**src/rtl/opext_pkg.sv**
```systemverilog
package opext_pkg;

    localparam logic MODE_LOGIC = 1'b0;
    localparam logic MODE_ARITH = 1'b1;

    typedef enum logic [1:0] {
        LG_INV  = 2'b00,
        LG_AND  = 2'b01,
        LG_PASS = 2'b10,
        LG_OR   = 2'b11
    } lg_op_e;

    typedef enum logic [1:0] {
        AR_ADD = 2'b00,
        AR_SUB = 2'b01,
        AR_INC = 2'b10,
        AR_DEC = 2'b11
    } ar_op_e;

    typedef struct packed {
        logic opx;
        logic opy;
    } ext_bit_t;

    // Rewrite one operand bit pair for the adder input.
    function automatic ext_bit_t ext_bit(input logic a, input logic b,
                                         input logic mode, input logic [1:0] sel);
        ext_bit_t r;
        r.opx = 1'b0;
        r.opy = 1'b0;
        if (mode == MODE_ARITH) begin
            r.opx = a;
            unique case (ar_op_e'(sel))
                AR_ADD: r.opy = b;
                AR_SUB: r.opy = ~b;
                AR_INC: r.opy = 1'b0;
                AR_DEC: r.opy = 1'b1;
            endcase
        end else begin
            r.opy = 1'b0;
            unique case (lg_op_e'(sel))
                LG_INV:  r.opx = ~a;
                LG_AND:  r.opx = a & b;
                LG_PASS: r.opx = a;
                LG_OR:   r.opx = a | b;
            endcase
        end
        return r;
    endfunction

    // Carry-in for the chain: set for subtract and increment only.
    function automatic logic ext_carry(input logic mode, input logic [1:0] sel);
        logic c;
        c = 1'b0;
        if (mode == MODE_ARITH) begin
            unique case (ar_op_e'(sel))
                AR_ADD: c = 1'b0;
                AR_SUB: c = 1'b1;
                AR_INC: c = 1'b1;
                AR_DEC: c = 1'b0;
            endcase
        end
        return c;
    endfunction

endpackage

```
**src/rtl/opext_extender.sv**
```systemverilog
module opext_extender #(
    parameter int WIDTH = 5
) (
    input  logic [WIDTH-1:0] a_in,
    input  logic [WIDTH-1:0] b_in,
    input  logic             mode_in,
    input  logic [1:0]       sel_in,
    output logic [WIDTH-1:0] x_out,
    output logic [WIDTH-1:0] y_out,
    output logic             cin_out
);
    import opext_pkg::*;

    for (genvar i = 0; i < WIDTH; i++) begin : g_bit
        ext_bit_t pair;
        always_comb begin
            pair     = ext_bit(a_in[i], b_in[i], mode_in, sel_in);
            x_out[i] = pair.opx;
            y_out[i] = pair.opy;
        end
    end

    always_comb begin
        cin_out = ext_carry(mode_in, sel_in);
    end

endmodule

```
**src/rtl/opext_full_adder.sv**
```systemverilog
module opext_full_adder (
    input  logic x,
    input  logic y,
    input  logic ci,
    output logic s,
    output logic co
);
    logic half;

    always_comb begin
        half = x ^ y;
        s    = half ^ ci;
        co   = (x & y) | (ci & half);
    end

endmodule

```
**src/rtl/opext_ripple.sv**
```systemverilog
module opext_ripple #(
    parameter int WIDTH = 5
) (
    input  logic [WIDTH-1:0] x_in,
    input  logic [WIDTH-1:0] y_in,
    input  logic             cin,
    output logic [WIDTH-1:0] sum,
    output logic             c_msb_in,
    output logic             c_msb_out
);
    localparam int TOP = WIDTH - 1;

    logic [WIDTH:0] chain;

    assign chain[0] = cin;

    for (genvar i = 0; i < WIDTH; i++) begin : g_fa
        opext_full_adder u_fa (
            .x  (x_in[i]),
            .y  (y_in[i]),
            .ci (chain[i]),
            .s  (sum[i]),
            .co (chain[i+1])
        );
    end

    assign c_msb_in  = chain[TOP];
    assign c_msb_out = chain[WIDTH];

endmodule

```
**src/rtl/opext_alu.sv**
```systemverilog
module opext_alu #(
    parameter int WIDTH = 5
) (
    input  logic [WIDTH-1:0] op_a,
    input  logic [WIDTH-1:0] op_b,
    input  logic             mode,
    input  logic [1:0]       sel,
    output logic [WIDTH-1:0] result,
    output logic             carry_out,
    output logic             overflow
);
    import opext_pkg::*;

    logic [WIDTH-1:0] add_x;
    logic [WIDTH-1:0] add_y;
    logic             add_cin;
    logic             msb_cin;
    logic             msb_cout;

    opext_extender #(.WIDTH(WIDTH)) u_ext (
        .a_in    (op_a),
        .b_in    (op_b),
        .mode_in (mode),
        .sel_in  (sel),
        .x_out   (add_x),
        .y_out   (add_y),
        .cin_out (add_cin)
    );

    opext_ripple #(.WIDTH(WIDTH)) u_rca (
        .x_in      (add_x),
        .y_in      (add_y),
        .cin       (add_cin),
        .sum       (result),
        .c_msb_in  (msb_cin),
        .c_msb_out (msb_cout)
    );

    always_comb begin
        carry_out = (mode == MODE_ARITH) & msb_cout;
        overflow  = (mode == MODE_ARITH) & (msb_cin ^ msb_cout);
    end

endmodule

```
**config.mk**
```make
export PLATFORM = sky130hd
export DESIGN_NAME = opext_alu
export DESIGN_NICKNAME = d
export VERILOG_FILES = /design/src/rtl/opext_pkg.sv /design/src/rtl/opext_extender.sv /design/src/rtl/opext_full_adder.sv /design/src/rtl/opext_ripple.sv /design/src/rtl/opext_alu.sv
export SDC_FILE = /design/constraint.sdc
export NUM_CORES = 1
export LEC_CHECK = 0
export CAP_MARGIN = 15
export CORE_AREA = 2 2 39 41
export DETAILED_ROUTE_END_ITERATION = 8
export DIE_AREA = 0 0 41 43
export DONT_BUFFER_PORTS = 1
export SKIP_LAST_GASP = 1
export SLEW_MARGIN = 40
export SYNTH_ARGS = -nofsm -noshare
export SYNTH_HDL_FRONTEND = slang
export SYNTH_SLANG_ARGS = --single-unit
```
**constraint.sdc**
```tcl
create_clock -name vclk -period 21.7
set_input_delay 5.425 -clock vclk [all_inputs]
set_output_delay 5.425 -clock vclk [all_outputs]
set_load 0.01 [all_outputs]
```
==> results.toml <==
[critical_path]
critPathKind = "input pin to primary output"
path_common_cell = "fa_1"
path_cells = "inv_1, ha_1, or4_4, a21oi_1, a21oi_1, fa_1, fa_1, fa_1, fa_1, fa_1, xor2_1, and2_1"
cp_slowest_cell = "or4_4"
worstPathRequired_ns = 16.27
critPathMaxStageDelay_ns = 0.56
critical_path.max_fanout = 9
worst_setup_path_end_kind = "primary output"
critPathLaunchType = "input pin"
arrival_ns = 9.01

[floorplanning]
pin_count = 20
die-width_um = 41
dieHeight_um = 43
core_mm2 = 0.001384
initial_core_util_pct = 35.80
die_area_mm2 = 0.001763
num_rows = 14

[timing]
rsz0062_at_grt = "no"
max_freq_mhz = 69.26
worst_pin_slew_ns = 0.3366
setup_viol = 0
relSlewSlack_pct = 77.47
finalCritPeriodShare_pct = 66.54
hold_viol = 0
holdWs_ns = 11.00
period_minus_slack_ns = 14.44
fin_ws_ns = 7.261
fin_tns_setup_ns = 0
slew_viol_final = 0

[grt]
grt_max_degree = 17
grt_antenna_before_repair = 0
grt_pass1_wl_um = 1587
overflow = 0
track_usage_pct = 12.16
first_global_vias = 374

[routing]
vias = 433
wl_per_cell_um = 13.33
drtAntennaViolNets = 0
vias_per_cell = 5.697
wl_um = 1013
dr.pass1.iters = 5
drc = 0
drtIter0Drc = 9

[layout]
multiInputGateArea_um2 = 426.7
nFlopsAndLatches = 0
drive_gt1_share_pct = 3.333
stdcell_area_um2 = 457.9
nNetsFinal = 85
diodes = 0
nClkBuffers = 0
fin_util_pct = 33.09
register_area_um2 = 0
fin_cells = 76
fill_cells = 154
area_growth_syn_to_layout_pct = -7.576

[logic_synthesis]
ys_types = 18
synth.net_count = 91
synth.cell_area_um2 = 495.5
seq_area_frac_synth_pct = 0
avgSynthCellArea_um2 = 7.286
yosysWarnings = 0
syn-instance-count = 68

[power]
power.leakage_nw = 0.1868
ir_drop_v = 0.000006219
total_power_uw = 11.34
pwr_density_cell_mw_per_mm2 = 24.76

[place]
dpl_cell_area_um2 = 457.9
dp_hpwl_um = 859.6
preCtsSetupSlack_ns = 7.234
place_congestion = 0.7482
dp_cells = 76
port_buffers = 0

[job]
drv_cap = 0

[clock_network]
ctsHoldBuffers = 0
post-cts-setup-buffer-count = 0
post_cts_resized = 0

[status]
status = "complete, no violations"

[hold_path]
hp-class = "input pin to primary output"
-- critical path: cells and delay by family --
family / cells / cell delay [ns]
adder cells (fa/ha/maj): 6 / 2.41
AND/OR/NAND/NOR: 2 / 0.75
AO/OA/AOI/OAI: 2 / 0.21
XOR/XNOR: 1 / 0.17
buffers and inverters: 1 / 0.05
-- synth_stat cells --
library cell | count | area share [%]
nand2b_1 | 6 | 7.6
o221ai_1 | 2 | 3.5
clkbuf_1 | 1 | 0.76
or3_1 | 3 | 3.8
buf_6 | 1 | 2.3
fa_1 | 5 | 20
and2_1 | 3 | 3.8
ha_1 | 5 | 13
nor2_1 | 2 | 1.5
clkbuf_2 | 1 | 1.0
inv_1 | 3 | 2.3
or4_4 | 1 | 2.3
buf_4 | 5 | 7.6
nand2_1 | 5 | 3.8
xor2_1 | 1 | 1.8
o21ai_0 | 7 | 7.1
a21oi_1 | 16 | 16
o21ba_2 | 1 | 2.0
-- metal layers --
layer	track usage [%]	vias up	routed length, µm
li1	-	215	-
met1	14.19	210	408
met4	0	0	0
met3	1.047	0	45
met5	0	-	0
met2	23.44	8	559
-- path summary, 6_finish.rpt --
| check | from | end | slack, ns | depth (start not counted) |
|---|---|---|---|---|
| hold / removal | mode | carry_out | 11.00 | 1 |
| setup / recovery | sel[1] | overflow | 7.26 | 12 |
-- cell type report --
cell class	count	share of cell area, %
Inverter	3	2.459
Multi-Input combinational cell	57	93.17
Tap cell	16	4.372
-- logic make-up after synthesis --
family / count (synthesis) / share of synthesized area [%]
adder cells (fa/ha/maj): 10 / 32.83
AO/OA/AOI/OAI: 26 / 28.79
buffers and inverters: 11 / 13.89
XOR/XNOR: 1 / 1.768
AND/OR/NAND/NOR: 20 / 22.73
-- layout by cell type (no fill, tap or decap) --
cell and count:
a21oi_1 16, and2_1 3, fa_1 5, ha_1 5
inv_1 3, nand2_1 5, nand2b_1 6, nor2_1 2
o21ai_0 7, o21ba_2 1, o221ai_1 2, or3_1 3
or4_4 1, xor2_1 1
-- report_power, final --
part,total [mW],internal [mW],switching [mW]
Clock,0,0,0
Combinational,0.0113,0.00488,0.00646
Sequential,0,0,0
No activity file was read; power rests on OpenSTA's default activity.
